--- src/rtl/dglf_pkg.sv ---
package dglf_pkg;
  localparam int unsigned DGLF_NCH      = 8;
  localparam int unsigned DGLF_RATIO_LO = 8;
  localparam int unsigned DGLF_RATIO_HI = 64;
  localparam int unsigned DGLF_HITS     = 3;
endpackage

--- src/rtl/dglf_tick_div.sv ---
module dglf_tick_div #(
  parameter int unsigned RATIO_LO = 8,
  parameter int unsigned RATIO_HI = 64
) (
  input  logic clk,
  input  logic rst_n,
  input  logic sel,
  output logic tick
);
  localparam int unsigned CW = (RATIO_HI > 2) ? $clog2(RATIO_HI) : 1;
  localparam logic [CW-1:0] LIM_LO = CW'(RATIO_LO - 1);
  localparam logic [CW-1:0] LIM_HI = CW'(RATIO_HI - 1);

  logic [CW-1:0] cnt_q, cnt_d;
  logic [CW-1:0] limit;

  always_comb begin
    limit = sel ? LIM_HI : LIM_LO;
    tick  = (cnt_q >= limit);
    cnt_d = tick ? '0 : cnt_q + CW'(1);
  end

  always_ff @(posedge clk or negedge rst_n) begin
    if (!rst_n) cnt_q <= '0;
    else        cnt_q <= cnt_d;
  end

  // the enable is a single-cycle pulse
  p_tick_single_r9: assert property (@(posedge clk) disable iff (!rst_n)
    tick |=> !tick);
  // a tick restarts the period count
  p_tick_restart_r2: assert property (@(posedge clk) disable iff (!rst_n)
    tick |=> (cnt_q == '0));
endmodule

--- src/rtl/dglf_sync2.sv ---
module dglf_sync2 #(
  parameter int unsigned W = 8
) (
  input  logic         clk,
  input  logic         rst_n,
  input  logic [W-1:0] d,
  output logic [W-1:0] q
);
  logic [W-1:0] meta_q, stab_q;

  always_ff @(posedge clk or negedge rst_n) begin
    if (!rst_n) begin
      meta_q <= '0;
      stab_q <= '0;
    end else begin
      meta_q <= d;
      stab_q <= meta_q;
    end
  end

  assign q = stab_q;

  // the stable stage follows the first stage one cycle later
  p_sync_chain_r6: assert property (@(posedge clk) disable iff (!rst_n)
    1'b1 |=> (stab_q == $past(meta_q)));
endmodule

--- src/rtl/dglf_chan.sv ---
module dglf_chan #(
  parameter int unsigned HITS = 3
) (
  input  logic clk,
  input  logic rst_n,
  input  logic tick,
  input  logic din,
  output logic dout
);
  localparam int unsigned CW = $clog2(HITS + 1);
  localparam logic [CW-1:0] LAST = CW'(HITS - 1);

  logic [CW-1:0] hit_q, hit_d;
  logic          lvl_q, lvl_d;

  always_comb begin
    hit_d = hit_q;
    lvl_d = lvl_q;
    if (din == lvl_q) begin
      hit_d = '0;
    end else if (tick) begin
      if (hit_q == LAST) begin
        lvl_d = din;
        hit_d = '0;
      end else begin
        hit_d = hit_q + CW'(1);
      end
    end
  end

  always_ff @(posedge clk or negedge rst_n) begin
    if (!rst_n) begin
      hit_q <= '0;
      lvl_q <= 1'b0;
    end else begin
      hit_q <= hit_d;
      lvl_q <= lvl_d;
    end
  end

  assign dout = lvl_q;

  // output moves only on a tick
  p_flip_on_tick_r10: assert property (@(posedge clk) disable iff (!rst_n)
    !$stable(lvl_q) |-> $past(tick));
  // output moves toward the synchronized level
  p_flip_to_input_r10: assert property (@(posedge clk) disable iff (!rst_n)
    !$stable(lvl_q) |-> (lvl_q == $past(din)));
  // hit count stays below the validation limit
  p_hit_bound_r4: assert property (@(posedge clk) disable iff (!rst_n)
    hit_q <= LAST);
  // agreement between input and output restarts the count
  p_hit_restart_r5: assert property (@(posedge clk) disable iff (!rst_n)
    (din == lvl_q) |=> (hit_q == '0));
endmodule

--- src/rtl/field_deglitch_top.sv ---
module field_deglitch_top
  import dglf_pkg::*;
#(
  parameter int unsigned NCH      = DGLF_NCH,
  parameter int unsigned RATIO_LO = DGLF_RATIO_LO,
  parameter int unsigned RATIO_HI = DGLF_RATIO_HI,
  parameter int unsigned HITS     = DGLF_HITS
) (
  input  logic           clk,
  input  logic           rst_n,
  input  logic           div_sel,
  input  logic [NCH-1:0] raw_in,
  output logic [NCH-1:0] filt_out,
  output logic [NCH-1:0] led_out
);
  logic [1:0]     rs_q;
  logic           rst_i_n;
  logic           tick;
  logic [NCH-1:0] sync_lvl;
  logic [NCH-1:0] filt_lvl;

  always_ff @(posedge clk or negedge rst_n) begin
    if (!rst_n) rs_q <= 2'b00;
    else        rs_q <= {rs_q[0], 1'b1};
  end
  assign rst_i_n = rs_q[1];

  dglf_tick_div #(.RATIO_LO(RATIO_LO), .RATIO_HI(RATIO_HI)) u_div (
    .clk  (clk),
    .rst_n(rst_i_n),
    .sel  (div_sel),
    .tick (tick)
  );

  dglf_sync2 #(.W(NCH)) u_sync (
    .clk  (clk),
    .rst_n(rst_i_n),
    .d    (raw_in),
    .q    (sync_lvl)
  );

  for (genvar i = 0; i < NCH; i++) begin : g_ch
    dglf_chan #(.HITS(HITS)) u_ch (
      .clk  (clk),
      .rst_n(rst_i_n),
      .tick (tick),
      .din  (sync_lvl[i]),
      .dout (filt_lvl[i])
    );
  end

  assign filt_out = filt_lvl;
  assign led_out  = filt_lvl;

  // outputs held low while the internal reset is active
  p_reset_low_r7: assert property (@(posedge clk)
    !rst_i_n |-> (filt_out == '0));
endmodule

--- config.mk ---
export PLATFORM = sky130hd
export DESIGN_NAME = field_deglitch_top
export DESIGN_NICKNAME = d
export VERILOG_FILES = /design/src/rtl/dglf_pkg.sv /design/src/rtl/dglf_tick_div.sv /design/src/rtl/dglf_sync2.sv /design/src/rtl/dglf_chan.sv /design/src/rtl/field_deglitch_top.sv
export SDC_FILE = /design/constraint.sdc
export NUM_CORES = 1
export LEC_CHECK = 0
export ABC_CLOCK_PERIOD_IN_PS = 1400
export BUFFER_PORTS_ARGS = -buffer_cell sky130_fd_sc_hd__buf_2
export CAP_MARGIN = 20
export CORE_MARGIN = 10
export CORE_UTILIZATION = 40
export CTS_CLUSTER_SIZE = 24
export DETAILED_ROUTE_END_ITERATION = 8
export PLACE_DENSITY = 0.64
export SETUP_SLACK_MARGIN = 0.1
export SLEW_MARGIN = 30
export SYNTH_ARGS = -nofsm -noshare
export SYNTH_HDL_FRONTEND = slang
export SYNTH_SLANG_ARGS = --single-unit
export TNS_END_PERCENT = 20
--- constraint.sdc ---
create_clock -name clk -period 1.4 [get_ports clk]
set_input_delay 0.07 -clock clk [delete_from_list [all_inputs] [get_ports clk]]
set_output_delay 0.07 -clock clk [all_outputs]
set_load 0.05 [all_outputs]
### Word-level counts from Yosys, hierarchy flattened

Cells that the tools add are included.

* add/subtract/negate cells: 9
* magnitude comparators: 1
* equality and inequality tests: 16
* multiplexer cells: 26
* bitwise gates (word level): 8
* reduce and logical (&&, ||, !) cells: 16

Operators by type and width (count)
* $mux 2: 24
* $reduce_and 3->1: 8
* $add 2x1->2 const B: 8
* $eq 2x2->1 const B: 8
* $reduce_bool 2->1: 8
* $mux 6: 2
* $eq 1x1->1: 8
* $not 1->1: 8
* $add 6x1->6 const B: 1
* $ge 6x6->1: 1

* register bits: 48
* input bits: 11
* logic and storage cells: 96

### Depth between registers and ports, before layout

Gate-level depths: netlist of the first run.

* depth after elaboration: 4
* mapped depth: 7
* gate-level depth less buffers: 5

### Hierarchy

From an unflattened synthesis of the first run, not the netlist that was laid out.

* cell total of the unflattened synthesis: 154
* area, all modules: 1978.1 µm²

Modules (own cells, without submodules)
* dglf_chan: times used 8, cells each 12, area an instance 141.4 µm², seq. area each 75.1 µm²
* dglf_sync2: times used 1, cells each 16, area an instance 400.4 µm², seq. area each 400.4 µm²
* dglf_tick_div: times used 1, cells each 31, area an instance 332.8 µm², seq. area each 150.1 µm²
* field_deglitch_top: times used 1, cells each 11, area an instance 113.9 µm², seq. area each 50.0 µm²

### Worst setup path before layout of the first run

Ideal clock, no wire load.

* path type: register -> register
* from: reg u_div.cnt_q[5]
* to: reg u_div.cnt_q[1]
* library setup time: 0.119 ns
* arrival: 1.525 ns
* data required time: 1.281 ns
* path slack: -0.244 ns
* stages on the path, launching flop included: 7
* path buffers: 2
* cell sequence: dfrtp_1 > ha_1 > nand3_2 > o221a_2 > buf_6 > buf_6 > and2_1

* word-level cells in the longest chain between the ends: 2

Ends and longest elaborated chain
* start, declared: line dglf_tick_div.sv:14 `logic [CW-1:0] cnt_q, cnt_d;`
* start signal, assigned: line dglf_tick_div.sv:25 `else cnt_q <= cnt_d;`
* $ge 6x6->1: line dglf_tick_div.sv:19 `tick = (cnt_q >= limit);`
* $mux 6: line dglf_tick_div.sv:20 `cnt_d = tick ? '0 : cnt_q + CW'(1);`
* via u_div.cnt_d[1]: line dglf_tick_div.sv:14

The timed path passes the listed nets, and every way through them passes these cells.
A chain may end at the register's enable or synchronous reset.

### Worst setup path in the final report of the first run

* from: reg u_div.cnt_q[4]
* to: reg g_ch[5].u_ch.lvl_q

* word-level cells in the longest chain between the ends: 2

Ends and longest elaborated chain
* $ge 6x6->1: line dglf_tick_div.sv:19
* $reduce_and 3->1 (no line)
* end signal, assigned: line dglf_chan.sv:37 `lvl_q <= lvl_d;`
* end, declared: line dglf_chan.sv:14 `logic lvl_q, lvl_d;`

Every way passes these cells.

==> results.txt, run 1 <==
initial antenna violation count - 0
cell area after layout - 2900 um^2
Rows - 26
CP startpoint - u_div.cnt_q[4]
Max clock buf depth - 2
Fillers - 436
fin util - 55.4%
Seq cells post-synth - 48
Die Ht - 94.3 um
ANT nets after route - 0
total power - 5.42 mW
CP arrival - 1.78 ns
largest net degree at the start of global routing - 31
setup_tns - -3.22 ns
Port Buffers - 26
first-pass GRT wire length - 8000 um
Total GRT Usage - 11.3%
Non-Filler Instances - 315
final hold vios - 0
DP Wirelength - 2760 um
Layout area overhead - 31.6%
Cell Area, Synth - 2210 um^2
Area after DPL - 2460 um^2
Synth top area share - 54.4%
Yosys top cell by area - dfrtp_1
ratio of final minimum period to clock period - 113%
failing checks - setup timing
Synthesized Nets - 214
post-layout min period - 1.58 ns
Starting DRT DRC Count - 89
crit start category - flop
critical path endpoint category - flop
pwr/cell area - 1870 nW/um^2
Num CTS Buffers - 5
Clock Latency Late Sink - 0.30 ns
Initial Utilization - 42.1%
Detailed Routing Iterations Pass 1 - 4
post-layout net count - 259
top post-synthesis cells by area - dfrtp_1 54%, mux2i_1 7.3%, buf_4 5.4%
vias in the first global route - 1636
Die Area - 8890 um^2
worst hold path type - input port to asynchronous set/reset pin
leak pwr - 1.39 nW
Post-synth EDFFs - 0
fraction of layout cells with a size suffix above 1 - 33.1%
Synth top cells by count - 48 x dfrtp_1, 25 x nand2_1, 16 x buf_4, 16 x mux2i_1, 11 x inv_1
clk root buf - clkbuf_8
Avg Cell Area, Syn - 11.1 um^2
Cells after Synth - 199
Ant. Diodes - 0
GR Overflow Total - 0
Yosys warnings - 0
dominant synthesized flop cell - dfrtp_1
Fmax - 0.632 GHz
async set-reset flop share out of synthesis - 100%
Sink Count - 48
worst slack at placement - -0.290 ns
crit path max fanout - 8
Post-route DRC - 0
total core area - 5240 um^2
maximum vdd drop - 0.789 mV
RSZ-0062 raised after global routing - yes
Vias/cell - 4.97
Reg clk slew, reported paths - 0.09 ns
skew final - 0.00968 ns
WP data required - 1.59 ns
CTS tree - built
Final GP Congestion - 0.752
outcome - complete, but fails checks
placed instance count - 291
wirelength, routed - 4810 um
endpoints failing setup - 29
R2R depth - 4
type of the worst setup path - flop to flop
multi-input logic area - 1040 um^2
final worst setup slack - -0.182 ns
# IOs - 27
worst r2r src - u_div.cnt_q[4]
Yosys cell types - 27
# Max-Cap Violations - 0
Die Width - 94.3 um
sequential element share of the synthesized area - 54.4%
Hold Slack - 0.0770 ns
wire per inst - 15.3 um
H-tree levels - 2
most frequent cell after synthesis - dfrtp_1
pins over their slew limit - 0
register area - 1200 um^2
via total after detailed routing - 1567
[cell usage in the layout (no fill, tap or decap), types with 9 or more instances in the layout]
cell | synthesis | routed
xor2_1 | 9 | 9
dlygate4sd3_1 | 0 | 9
mux2i_1 | 16 | 16
dfrtp_1 | 48 | 47
buf_2 | 1 | 26
buf_4 | 16 | 15
nand2_1 | 25 | 25
inv_1 | 11 | 10
[final cells by class]
| class | count | area share, % |
|---|---|---|
| inverters | 11 | 1.42 |
| repair buffers | 55 | 14.5 |
| clock inverters | 3 | 1.46 |
| flip-flops and latches | 48 | 41.4 |
| clock buffers | 5 | 2.37 |
| multi-input cells | 123 | 35.8 |
| well taps | 70 | 3.02 |
[report_power, final]
part	leakage (nW)	switching, mW	total, mW	internal [mW]
Sequential	0.612	0.241	1.87	1.62
Clock	0.0541	0.466	0.995	0.529
Combinational	0.723	1.50	2.56	1.06
[kinds of logic after synthesis]
group	share of synthesized area, %
flip-flops	54.4
buffers and inverters	8.56
multiplexers	7.26
other	0.170
XOR/XNOR	4.37
AND/OR/NAND/NOR	13.7
AO/OA/AOI/OAI	9.24
adder cells (fa/ha/maj)	2.27
[routing by layer]
metal | vias to the layer above | track usage (%) | part of all wire [%]
met1 | 775 | 13.4 | 45
met2 | 24 | 19.2 | 51
met3 | 4 | 3.04 | 3.6
li1 | 764 | - | -
met5 | - | 0 | 0
met4 | 0 | 3.67 | 0.85
[sequential cells by signal, indices dropped and copies added, names as in the netlist]
name,flops
g_ch.u_ch.hit_q,16
g_ch.u_ch.dout,8
u_sync.meta_q,8
u_sync.q,8
u_div.cnt_q,6
rs_q,2
[critical path, stage by stage, from the launching register on]
cell and delay [ns]:
dfrtp_1 0.42, ha_4 0.31, a21oi_4 0.08, o221a_4 0.36
o32ai_2 0.31
[final timing paths]
path / to / slack [ns]
setup / recovery: g_ch[5].u_ch.dout / -0.18
hold / removal: rs_q[1] / 0.08
setup reg to reg: g_ch[5].u_ch.dout / -0.18
hold reg to reg: u_sync.meta_q[6] / 0.19
max in group asynchronous: g_ch[5].u_ch.hit_q[1] / 0.72
min in group clk: u_sync.q[7] / 0.35
[repair_timing]
action                                  4_1_cts  5_1_grt
pin swaps                                     7        0
buffers inserted                              3        1
hold buffers                                  9        0
gates resized for setup                      24        3
gates cloned                                  2        1
hold endpoints to repair                     10        0
endpoints found under the setup margin       30       30
No activity file was read; power rests on OpenSTA's default activity.
==> inputs of run 2 (changes only) <==
--- a/config.mk
+++ b/config.mk
@@ -12,7 +12,7 @@
 export CORE_UTILIZATION = 40
 export CTS_CLUSTER_SIZE = 24
 export DETAILED_ROUTE_END_ITERATION = 8
-export PLACE_DENSITY = 0.64
+export PLACE_DENSITY_LB_ADDON = 0.2
 export SETUP_SLACK_MARGIN = 0.1
 export SLEW_MARGIN = 30
 export SYNTH_ARGS = -nofsm -noshare
==> results.txt, run 2 (synthesized netlist as in run 1, its figures left out) <==
post-layout min period - 1.52 ns
Vias/cell - 4.87
WP data required - 1.62 ns
Die Width - 94.3 um
Reg with most FFs - g_ch.u_ch.hit_q
Die Ht - 94.3 um
Internal Power - 3.02 mW
# Max-Cap Violations - 0
Sink Count - 48
Clock Latency Late Sink - 0.30 ns
register area - 1200 um^2
CP arrival - 1.74 ns
Layout area overhead - 27.8%
skew final - 0.00932 ns
ANT nets after route - 0
clock power share - 16.4%
worst hold path type - input port to asynchronous set/reset pin
Area after DPL - 2440 um^2
outcome - complete, but fails checks
Ant. Diodes - 0
cell area after layout - 2820 um^2
pwr/cell area - 1810 nW/um^2
Final GP Congestion - 0.751
Post-route DRC - 0
fraction of layout cells with a size suffix above 1 - 32.6%
placed instance count - 291
pins over their slew limit - 0
Switching Fraction - 40.9%
wire per inst - 13.8 um
Max clock buf depth - 2
endpoints failing setup - 24
# IOs - 27
Die Area - 8890 um^2
Non-Filler Instances - 312
Fillers - 463
most common cell after layout, fill and taps aside - dfrtp_1
Port Buffers - 26
total core area - 5240 um^2
post-layout net count - 256
multi-input logic area - 1020 um^2
vias in the first global route - 1593
via total after detailed routing - 1520
failing checks - setup timing
Initial Utilization - 42.1%
ratio of final minimum period to clock period - 108%
critical path endpoint category - flop
RSZ-0062 raised after global routing - yes
H-tree levels - 2
leak pwr - 1.36 nW
Reg clk slew, reported paths - 0.09 ns
combinational share of power - 47.4%
initial antenna violation count - 0
maximum vdd drop - 0.788 mV
DP Wirelength - 2710 um
crit start category - flop
final hold vios - 0
largest net degree at the start of global routing - 28
type of the worst setup path - flop to flop
net switching power - 2.08 mW
final worst setup slack - -0.118 ns
Total GRT Usage - 10.4%
commonest cells after routing, fill and taps aside - 47 x dfrtp_1, 26 x buf_2, 25 x nand2_1, 16 x mux2i_1, 14 x buf_4
wirelength, routed - 4300 um
first-pass GRT wire length - 7430 um
GR Overflow Total - 0
Rows - 26
crit path max fanout - 9
Detailed Routing Iterations Pass 1 - 4
Fmax - 0.659 GHz
clk root buf - clkbuf_8
Starting DRT DRC Count - 73
Num CTS Buffers - 5
CTS tree - built
max FFs per register - 16
Seq pwr share - 36.2%
## run 2: cell types whose count changed in the layout (fill, tap and decap cells not counted), sizes merged
cell / before / now
clkinvlp: 1 / 0
clkinv: 1 / 2
buf: 45 / 43
bufinv: 1 / 0
## run 2: per-stage QoR
| step | power [mW] | setup WS, ns | TNS (ns) | utilization, % | hold WS, ns |
|---|---|---|---|---|---|
| detailed placement | 3.87 | -0.248 | -6.28 | 46.7 | -0.142 |
| global placement | 3.85 | -0.216 | -5.75 | 46.7 | -0.145 |
| CTS | 5.11 | -0.109 | -2.07 | 53.7 | 0.0671 |
| floorplan | 3.77 | -0.163 | -4.68 | - | -0.226 |
| global route | 5.40 | -0.210 | -3.96 | 53.8 | 0.0912 |
| finish | 5.10 | -0.118 | -2.36 | 53.8 | 0.0806 |
## run 2: worst paths after layout
check                      slack (ns)              from  cells after the start                    end
max in group asynchronous        0.88           rs_q[1]                      1  g_ch[7].u_ch.hit_q[1]
min                              0.08             rst_n                      2                rs_q[1]
max                             -0.12    u_div.cnt_q[4]                      5  g_ch[2].u_ch.hit_q[0]
min in group clk                 0.36  u_sync.meta_q[2]                      0            u_sync.q[2]
max reg2reg                     -0.12    u_div.cnt_q[4]                      5  g_ch[2].u_ch.hit_q[0]
min reg2reg                      0.23           rs_q[1]                      1         u_div.cnt_q[4]
## run 2: critical path, cell delays in order, from the launching register on
cell     delay (ns)
dfrtp_1        0.42
ha_4           0.25
a21oi_4        0.18
o221a_4        0.26
buf_12         0.14
mux2i_1        0.18
## run 2: per-layer routing
layer	wire, um	global-route usage (%)	part of all wire [%]	up-vias
met5	0	0	0	-
met4	61	3.80	1.4	0
met3	118	2.56	2.7	6
met2	2150	17.8	50	16
met1	1970	12.1	46	749
li1	-	-	-	749
## run 2: power groups by stage
stage	clock network [mW]	registers [mW]	logic [mW]
floorplan	0	1.97	1.80
global route	0.919	1.89	2.59
finish	0.836	1.85	2.42
CTS	0.875	1.85	2.39
global placement	0	1.85	1.99
detailed placement	0	1.86	2.01
## run 2: repair_timing
action	in CTS	in global routing
setup endpoints to repair	29	30
gates cloned	2	0
pin swaps	3	1
resized for setup	20	4
buffers inserted	2	0
hold buffers	9	0
hold endpoints to repair	10	0
## run 2: area by class of cell
type | count | share of cell area, %
sequential | 48 | 42.6
clock buffer | 6 | 2.93
tap | 70 | 3.11
inverter | 11 | 1.46
timing repair buffer | 52 | 13.4
multi-input combinational | 123 | 36.2
clock inverter | 2 | 0.355
